===== src/rtl/pcu_pkg.sv =====
package pcu_pkg;
  localparam int BYTE_W  = 8;
  localparam int WORD_W  = 2 * BYTE_W;
  localparam int NIB_W   = 4;
  localparam int FIELD_W = WORD_W - NIB_W;

  typedef enum logic [3:0] {
    OP_JMP, OP_JIDX, OP_CALL, OP_RET,
    OP_SEQI, OP_SNEI, OP_SEQR, OP_SNER, OP_BAD
  } pcu_op_e;

  typedef enum logic [2:0] {
    SQ_IDLE, SQ_WHI, SQ_WLO, SQ_RHI, SQ_RLO
  } pcu_seq_e;

  function automatic pcu_op_e classify(input logic [WORD_W-1:0] w);
    pcu_op_e r;
    case (w[WORD_W-1 -: NIB_W])
      4'h0:    r = (w == 16'h00EE) ? OP_RET : OP_BAD;
      4'h1:    r = OP_JMP;
      4'h2:    r = OP_CALL;
      4'h3:    r = OP_SEQI;
      4'h4:    r = OP_SNEI;
      4'h5:    r = (w[NIB_W-1:0] == '0) ? OP_SEQR : OP_BAD;
      4'h9:    r = (w[NIB_W-1:0] == '0) ? OP_SNER : OP_BAD;
      4'hB:    r = OP_JIDX;
      default: r = OP_BAD;
    endcase
    return r;
  endfunction

  function automatic logic skip_taken(input pcu_op_e op, input logic [BYTE_W-1:0] vx,
                                      input logic [BYTE_W-1:0] vy, input logic [BYTE_W-1:0] imm);
    case (op)
      OP_SEQI: return vx == imm;
      OP_SNEI: return vx != imm;
      OP_SEQR: return vx == vy;
      OP_SNER: return vx != vy;
      default: return 1'b0;
    endcase
  endfunction

  function automatic logic [WORD_W-1:0] step_pc(input logic [WORD_W-1:0] p);
    return p + WORD_W'(2);
  endfunction

  function automatic logic [WORD_W-1:0] indexed_target(input logic [FIELD_W-1:0] a,
                                                       input logic [BYTE_W-1:0] v0);
    return WORD_W'(a) + WORD_W'(v0);
  endfunction
endpackage


===== src/rtl/pcu_decode.sv =====
module pcu_decode
  import pcu_pkg::*;
(
  input  logic [WORD_W-1:0]  opcode,
  output pcu_op_e            op,
  output logic [NIB_W-1:0]   x_idx,
  output logic [NIB_W-1:0]   y_idx,
  output logic [BYTE_W-1:0]  imm8,
  output logic [FIELD_W-1:0] addr
);
  always_comb begin
    op    = classify(opcode);
    x_idx = (op == OP_JIDX) ? '0 : opcode[FIELD_W-1 -: NIB_W];
    y_idx = opcode[BYTE_W-1 -: NIB_W];
    imm8  = opcode[BYTE_W-1:0];
    addr  = opcode[FIELD_W-1:0];
  end
endmodule


===== src/rtl/pcu_flow.sv =====
module pcu_flow
  import pcu_pkg::*;
(
  input  pcu_op_e            op,
  input  logic [WORD_W-1:0]  pc_cur,
  input  logic [FIELD_W-1:0] addr,
  input  logic [BYTE_W-1:0]  imm8,
  input  logic [BYTE_W-1:0]  vx,
  input  logic [BYTE_W-1:0]  vy,
  output logic [WORD_W-1:0]  pc_next,
  output logic               skip_hit
);
  always_comb begin
    skip_hit = skip_taken(op, vx, vy, imm8);
    case (op)
      OP_JMP:  pc_next = WORD_W'(addr);
      OP_JIDX: pc_next = indexed_target(addr, vx);
      OP_SEQI, OP_SNEI, OP_SEQR, OP_SNER:
               pc_next = skip_hit ? step_pc(pc_cur) : pc_cur;
      default: pc_next = pc_cur;
    endcase
  end
endmodule


===== src/rtl/pcu_stack_seq.sv =====
module pcu_stack_seq
  import pcu_pkg::*;
#(
  parameter logic [15:0] RESET_SP = 16'h0EFE
) (
  input  logic              clk,
  input  logic              rst_n,
  input  logic              go_call,
  input  logic              go_ret,
  input  logic [WORD_W-1:0] save_word,
  input  logic              mem_ready,
  input  logic [BYTE_W-1:0] mem_rdata,
  output logic              mem_req,
  output logic              mem_we,
  output logic [WORD_W-1:0] mem_addr,
  output logic [BYTE_W-1:0] mem_wdata,
  output logic [WORD_W-1:0] sp,
  output logic              busy,
  output logic              fin_call,
  output logic              fin_ret,
  output logic [WORD_W-1:0] ret_word
);
  localparam logic [WORD_W-1:0] SLOT = WORD_W'(WORD_W / BYTE_W);

  pcu_seq_e          state;
  logic [WORD_W-1:0] save_q;
  logic [BYTE_W-1:0] hi_q;
  logic [WORD_W-1:0] off;

  always_comb begin
    mem_req = (state != SQ_IDLE);
    mem_we  = (state == SQ_WHI) || (state == SQ_WLO);
    busy    = mem_req;
    case (state)
      SQ_WLO:  off = WORD_W'(1);
      SQ_RHI:  off = WORD_W'(2);
      SQ_RLO:  off = WORD_W'(3);
      default: off = '0;
    endcase
    mem_addr  = sp + off;
    mem_wdata = (state == SQ_WHI) ? save_q[WORD_W-1 -: BYTE_W] : save_q[BYTE_W-1:0];
    fin_call  = (state == SQ_WLO) && mem_ready;
    fin_ret   = (state == SQ_RLO) && mem_ready;
    ret_word  = {hi_q, mem_rdata};
  end

  always_ff @(posedge clk or negedge rst_n) begin
    if (!rst_n) begin
      state  <= SQ_IDLE;
      sp     <= RESET_SP;
      save_q <= '0;
      hi_q   <= '0;
    end else begin
      case (state)
        SQ_IDLE: begin
          if (go_call) begin
            save_q <= save_word;
            state  <= SQ_WHI;
          end else if (go_ret) begin
            state  <= SQ_RHI;
          end
        end
        SQ_WHI: if (mem_ready) state <= SQ_WLO;
        SQ_WLO: if (mem_ready) begin
          sp    <= sp - SLOT;
          state <= SQ_IDLE;
        end
        SQ_RHI: if (mem_ready) begin
          hi_q  <= mem_rdata;
          state <= SQ_RLO;
        end
        SQ_RLO: if (mem_ready) begin
          sp    <= sp + SLOT;
          state <= SQ_IDLE;
        end
        default: state <= SQ_IDLE;
      endcase
    end
  end
endmodule


===== src/rtl/pcu_top.sv =====
module pcu_top
  import pcu_pkg::*;
#(
  parameter logic [15:0] RESET_PC = 16'h0200,
  parameter logic [15:0] RESET_SP = 16'h0EFE
) (
  input  logic        clk,
  input  logic        rst_n,
  input  logic        issue,
  input  logic [15:0] opcode,
  output logic [3:0]  rf_x_idx,
  output logic [3:0]  rf_y_idx,
  input  logic [7:0]  rf_x_data,
  input  logic [7:0]  rf_y_data,
  output logic        mem_req,
  output logic        mem_we,
  output logic [15:0] mem_addr,
  output logic [7:0]  mem_wdata,
  input  logic [7:0]  mem_rdata,
  input  logic        mem_ready,
  output logic [15:0] pc,
  output logic [15:0] sp,
  output logic        busy,
  output logic        done,
  output logic        illegal
);
  pcu_op_e            op;
  logic [BYTE_W-1:0]  imm8;
  logic [FIELD_W-1:0] addr;
  logic [WORD_W-1:0]  pc_next;
  logic               skip_hit;
  logic               accept, go_call, go_ret, go_bad, go_single;
  logic               fin_call, fin_ret;
  logic [WORD_W-1:0]  ret_word;
  logic [WORD_W-1:0]  target_q;
  logic               done_q, illegal_q;

  pcu_decode u_dec (
    .opcode(opcode), .op(op), .x_idx(rf_x_idx), .y_idx(rf_y_idx),
    .imm8(imm8), .addr(addr)
  );

  pcu_flow u_flow (
    .op(op), .pc_cur(pc), .addr(addr), .imm8(imm8),
    .vx(rf_x_data), .vy(rf_y_data), .pc_next(pc_next), .skip_hit(skip_hit)
  );

  pcu_stack_seq #(.RESET_SP(RESET_SP)) u_seq (
    .clk(clk), .rst_n(rst_n), .go_call(go_call), .go_ret(go_ret),
    .save_word(pc), .mem_ready(mem_ready), .mem_rdata(mem_rdata),
    .mem_req(mem_req), .mem_we(mem_we), .mem_addr(mem_addr), .mem_wdata(mem_wdata),
    .sp(sp), .busy(busy), .fin_call(fin_call), .fin_ret(fin_ret), .ret_word(ret_word)
  );

  always_comb begin
    accept    = issue && !busy;
    go_call   = accept && (op == OP_CALL);
    go_ret    = accept && (op == OP_RET);
    go_bad    = accept && (op == OP_BAD);
    go_single = accept && !go_call && !go_ret && !go_bad;
  end

  always_ff @(posedge clk or negedge rst_n) begin
    if (!rst_n) begin
      pc        <= RESET_PC;
      target_q  <= '0;
      done_q    <= 1'b0;
      illegal_q <= 1'b0;
    end else begin
      if (go_single)     pc <= pc_next;
      else if (fin_call) pc <= target_q;
      else if (fin_ret)  pc <= ret_word;
      if (go_call) target_q <= WORD_W'(addr);
      done_q    <= go_single || go_bad || fin_call || fin_ret;
      illegal_q <= go_bad;
    end
  end

  assign done    = done_q;
  assign illegal = illegal_q;
endmodule


===== config.mk =====
export PLATFORM = sky130hd
export DESIGN_NAME = pcu_top
export DESIGN_NICKNAME = d
export VERILOG_FILES = /design/src/rtl/pcu_pkg.sv /design/src/rtl/pcu_decode.sv /design/src/rtl/pcu_flow.sv /design/src/rtl/pcu_stack_seq.sv /design/src/rtl/pcu_top.sv
export SDC_FILE = /design/constraint.sdc
export NUM_CORES = 1
export LEC_CHECK = 0
export BUFFER_PORTS_ARGS = -buffer_cell sky130_fd_sc_hd__buf_2
export CELL_PAD_IN_SITES_DETAIL_PLACEMENT = 1
export CELL_PAD_IN_SITES_GLOBAL_PLACEMENT = 2
export CORE_MARGIN = 4
export CORE_UTILIZATION = 36
export DETAILED_ROUTE_END_ITERATION = 7
export HOLD_SLACK_MARGIN = 0.12
export PLACE_DENSITY = 0.92
export SLEW_MARGIN = 30
export SYNTH_ARGS = -nofsm -noshare
export SYNTH_HDL_FRONTEND = slang
export SYNTH_SLANG_ARGS = --single-unit

===== constraint.sdc =====
create_clock -name clk -period 6.8 [get_ports clk]
set_input_delay 1.02 -clock clk [delete_from_list [all_inputs] [get_ports clk]]
set_output_delay 1.02 -clock clk [all_outputs]
set_load 0.02 [all_outputs]

## Word-level counts from Yosys, hierarchy flattened

Cells that the tools add are included.

- $add $sub $neg: 5
- Multipliers: 0
- Div/mod/pow operators: 0
- $lt $le $gt $ge: 0
- Eq/ne operators: 32
- Shifts and indexed selects: 0
- Muxes and demuxes: 22
- Bitwise operators: 0
- Reductions and logical operators: 31

Operator list:

| operator | count |
|---|---|
| 16-bit 2-to-1 mux | 6 |
| 16-bit one-hot mux with 3 select lines | 1 |
| 16-bit by 2-bit adder with 16-bit output, second input constant | 2 |
| 16-bit one-hot mux with 2 select lines | 1 |
| 4-bit one-hot mux with 8 select lines | 1 |
| 4-bit by 3-bit equality test with 1-bit output, second input constant | 6 |
| 16-bit by 2-bit adder with 16-bit output | 1 |
| 16-bit by 8-bit equality test with 1-bit output, second input constant | 1 |
| 4-bit by 2-bit equality test with 1-bit output, second input constant | 4 |
| 8-bit equality test | 2 |
| 4-bit 2-to-1 mux | 4 |
| 8-bit != test | 2 |
| 16-bit by 2-bit subtractor with 16-bit output, second input constant | 1 |
| 3-bit 2-to-1 mux | 5 |
| 12-bit by 8-bit adder with 13-bit output | 1 |
| 4-bit equality test, second input constant | 3 |
| 4-bit logical NOT | 3 |
| 3-bit one-hot mux with 4 select lines | 1 |
| 1-bit logical AND | 9 |
| 4-bit by 1-bit equality test with 1-bit output, second input constant | 2 |
| 8-bit 2-to-1 mux | 1 |
| 2-bit != test, second input constant | 4 |
| 3-bit by 2-bit equality test with 1-bit output, second input constant | 2 |
| 3-bit != test, second input constant | 2 |
| other kinds (16) | 25 |

- Bits in registers: 73
- Latch bits: 0
- RAM bits: 0
- Bits in read-only memories: 0
- Input port bits: 44
- Output and inout port bits: 69
- Word-level logic and storage cells: 98
- Memories kept: 0

## Logic depth before layout (Yosys ltp)

- Word-level depth: 12
- Mapped depth: 12
- Depth with buffers taken out: 11

## Cells and area by module

From an unflattened synthesis, not the netlist that was laid out.

- Cells, all modules: 698
- Area total of the unflattened synthesis: 6262.3 um^2

Modules (own cells, without submodules):

| module | instances | cells an instance | area each (um^2) | sequential area each (um^2) |
|---|---|---|---|---|
| pcu_stack_seq | 1 | 279 | 2755.1 | 1063.5 |
| pcu_flow | 1 | 236 | 1564.0 | 0.0 |
| pcu_top | 1 | 124 | 1537.7 | 752.0 |
| pcu_decode | 1 | 59 | 405.4 | 0.0 |

## Worst setup path before layout

No wires, ideal clock.

- Path type: register to output
- Start point: register u_seq.state[0]
- End point: output port mem_addr[13]
- Arrival: 2431 ps
- Required time: 5780 ps
- Slack: 3349 ps
- Stages on the path, launching flop included: 11
- Buffers on the path: 1
- Path through: dfrtp_1 clkbuf_1 nor2_1 nand2_1 o21ai_0 ha_1 ha_1 and3_1 nand2b_1 nor2_1 xor2_1

- Cells in the longest elaborated chain, start to end: 3
- Elaborated cells between the ends (all ways): 5
- Classes of those cells: 1 x add/sub; 3 x eq/ne; 1 x mux

RTL lines:

| what | line | RTL |
|---|---|---|
| from (decl) | pcu_stack_seq.sv:25 | `pcu_seq_e state;` |
| from (signal assigned) | pcu_stack_seq.sv:49 | `state <= SQ_IDLE;` |
| from (signal assigned) | pcu_stack_seq.sv:58 | `state <= SQ_WHI;` |
| from (signal assigned) | pcu_stack_seq.sv:60 | `state <= SQ_RHI;` |
| 3-bit equality test or 3-bit by 2-bit equality test with 1-bit output (tied branches) | pcu_stack_seq.sv:34 | `case (state)` |
| 2-bit one-hot mux with 3 select lines * | pcu_stack_seq.sv:34 |  |
| 16-bit by 2-bit adder with 16-bit output * | pcu_stack_seq.sv:40 | `mem_addr = sp + off;` |
| to (decl) | pcu_top.sv:17 | `output logic [15:0] mem_addr,` |

Mark *: on every way between the ends. The rest lies on a longest branch, timed or not.

## Final worst setup path

- Start point: register u_seq.state[1]
- End point: output port mem_addr[13]

Same word-level chain as after synthesis.

==> impl_metrics.yaml <==
clock_tree:
  clock_latency_ns: 0.34
  ctsResizeCount: 0
  cts_buffers: 9
  cts_tree: "built"
  cts_buffer_depth: 2
  clkTransAtPathRegs_ns: 0.06
  cts_setup_buffers: 0
  cts_sinks: 72
  cts_root_buffer: "clkbuf_16"
  h-tree-depth: 3
  ctsHoldBuffers: 0
die:
  die_area_um2: 16940
  die_y_um: 130.2
  fp.dieW_um: 130.2
  ioPinCount: 113
  core_area_um2: 14590
  num_rows: 44
  start_util_pct: 36.83
synthesis:
  synth_ff_type: "dfrtp_1"
  async_flop_share_pct: 100.0
  yosys_register_bits: 72
  ys_seq_area_share_pct: 33.79
  synth_nets: 671
  avgSynthCellArea_um2: 8.940
  ys_types: 64
  synth_top_family_by_area: "simple AND/OR/NAND/NOR gates"
  synth_xor_area_share_pct: 9.129
  synth-edff-count: 0
  synth_mux_area_share_pct: 10.85
  postSynthCellCount: 601
  yosysWarnings: 0
  synthSimpleGateAreaFrac_pct: 19.35
  syn_area_um2: 5373
  synthAdderAreaFrac_pct: 6.334
  synth_compound_area_share_pct: 16.49
cells_and_area:
  area_growth_pct: 18.44
  fillCellCount: 1726
  fin_nets: 764
  antenna_cells: 0
  drive_gt1_share_pct: 28.90
  final_area_um2: 6364
run_status:
  status: "completed"
timing:
  max_freq_mhz: 231.1
  skew_ns: 0.008654
  maxSlewHeadroom_pct: 40.24
  hold_violations: 0
  setup_tns_ns: 0
  min_period_ns: 4.328
  finalMaxSlewViolations: 0
  worstMarginPinSlew_ns: 0.8895
  finalSetupViolations: 0
  finalCritPeriodShare_pct: 63.64
  fin_ws_ns: 2.472
  rsz0062_at_grt: "false"
worst_setup_path:
  startpoint: "u_seq.state[1]"
  r2r-start: "u_seq.state[1]"
  slowest_delay_ns: 0.51
  worst_path_max_delay_cell: "nand2_1"
  critPathLaunchType: "register"
  cp.arrival_ns: 3.31
  crit_family: "simple AND/OR/NAND/NOR gates"
  cp.required_ns: 5.78
  path_cells: "nor2_1 -> nand2_1 -> o21ai_0 -> ha_1 -> ha_1 -> and3_1 -> nand2b_1 -> nor2_1 -> xor2_1 -> buf_2"
  endpoint_kind: "primary output"
  cp_max_fo: 19
  path_class: "register to primary output"
  crit_buf_inv: 1
power_and_ir_drop:
  p_leak_nw: 2.870
  combinationalPowerShare_pct: 45.6
  cellPowerDensity_nw_per_um2: 354.3
  seqPwrFrac_pct: 33.0
  swShare_pct: 42.24
  p_int_w: 0.001302
  ir_worst_vdd_mv: 0.1258
  p_clk_share_pct: 21.5
  netSwitchingPower_w: 0.0009523
route:
  routed_wl_um: 17030
  firstDrtPassIters: 4
  routed_via_density: 5.582
  drt_iter0_drc: 297
  num_vias: 4929
  wl_per_cell_um: 19.28
  antenna_left: 0
  drcViolationCount: 0
global_route:
  grt_pass1_vias: 5265
  grt_max_degree: 73
  grt-ovfl-total: 0
  grt_first_pass_wirelength_um: 27650
  antenna_found_initial: 0
  grt_usage_pct: 20.41
place:
  io_buffers: 111
  postPlaceCellArea_um2: 6045
  post-place-ws_ns: 2.470
  hpwl_um: 12680
  gp_congestion: 0.8708
min_path:
  hp-start: "u_seq.save_q[11]"
  hp-class: "register to register"
job:
  cap_violations: 0
==> cells in the final DEF (no fill, tap or decap), types with 3 or more instances in the layout <==
master     count
nor2b_1        7
o311ai_0       4
o22ai_1        4
clkbuf_16      9
dfrtp_1       61
a22o_1         4
a211oi_1       7
nand4_1        6
nand2_1       80
and2_1         6
nor3_1         9
a21oi_1       25
nand2b_1       8
mux2_2        46
nor4b_1        5
xnor2_1       36
a41oi_1        5
buf_4          3
mux2i_1        5
xor2_1        20
o31ai_1        3
o21a_1         3
buf_2        111
nand3_1       27
and3_1         5
or3_1          3
a21o_1         4
dfstp_2       11
ha_1          24
inv_1         15
nor2_1        39
o21ai_0       40
o211ai_1       6
a31oi_1       11
==> cell type report <==
| class | count | area, µm² | area share [%] |
|---|---|---|---|
| multi-input combinational | 481 | 3364 | 52.87 |
| tap | 184 | 230.2 | 3.618 |
| inverter | 15 | 56.30 | 0.8848 |
| clock buffer | 11 | 252.7 | 3.972 |
| sequential | 72 | 1815 | 28.53 |
| clock inverter | 5 | 55.05 | 0.8651 |
| timing repair buffer | 115 | 589.3 | 9.261 |
==> registers in the layout, indices dropped and copies added, names as in the netlist <==
name and cells:
illegal 1, target_q 12, u_seq.hi_q 8, pc 16, u_seq.save_q 16, u_seq.state 3, done 1, u_seq.sp 15
==> Yosys cell counts, types with 15 or more instances <==
cell type / number / area share, %
nand2_1: 80 / 5.6
dfrtp_1: 61 / 28
mux2_2: 46 / 9.6
o21ai_0: 40 / 3.7
nor2_1: 39 / 2.7
xnor2_1: 36 / 5.9
nand3_1: 28 / 2.6
a21oi_1: 26 / 2.4
ha_1: 24 / 5.6
clkbuf_1: 21 / 1.5
xor2_1: 20 / 3.3
inv_1: 15 / 1.0
==> path summary, 6_finish.rpt <==
path,depth (start not counted),slack (ns),end
max in group asynchronous,2,5.52,u_seq.hi_q[7]
worst max-delay path,10,2.47,mem_addr[13]
worst max register to register,11,3.24,u_seq.sp[15]
min in group asynchronous,2,0.80,u_seq.hi_q[3]
worst min register to register,2,0.48,u_seq.save_q[11]
worst min-delay path,2,0.48,u_seq.save_q[11]
==> kinds of logic (layout without fill, tap and decap cells) <==
logic type	after synthesis	in the layout
simple gates	212	212
buf+inv	48	146
other cells	1	1
compound gates	134	134
fa+ha+maj	26	26
xor+xnor	56	56
flops	72	72
mux	52	52
==> routing by layer <==
layer	up-vias	wire, µm	global-route usage (%)
met3	20	711	2.456
met1	2449	7848	27.73
met4	0	220	6.968
li1	2343	-	-
met5	-	0	0
met2	117	8245	33.71
==> metrics by stage <==
step / util (%) / power, W / hold WS (ns) / std cells
4_1_cts: 43.54 / 0.002274 / 0.4892 / 883
2_1_floorplan: - / 0.001429 / 0.4444 / 601
5_1_grt: 43.62 / 0.002414 / 0.5224 / 883
3_3_place_gp: 41.41 / 0.001713 / 0.4593 / 867
3_5_place_dp: 41.43 / 0.001770 / 0.4759 / 867
6_report: 43.62 / 0.002255 / 0.4834 / 883
==> power by group through the flow <==
stage                     Combinational (W)  Sequential (W)  Clock [W]
after global routing                0.00113        0.000766   0.000515
after CTS                           0.00104        0.000745   0.000493
after global placement             0.000975        0.000738          0
after detailed placement            0.00102        0.000750          0
after floorplan                    0.000642        0.000787          0
final                               0.00103        0.000743   0.000484
==> worst reg2reg max path: stages (launching register included) <==
cell,delay [ns]
dfrtp_1,0.50
nor2_1,0.26
nand2_1,0.51
fa_1,0.66
a211oi_1,0.37
o21ai_0,0.23
a31oi_1,0.25
a21oi_1,0.14
nand3_1,0.12
a211oi_1,0.07
a31oi_1,0.23
xnor2_1,0.14
Power figures use the tool's default switching activity.
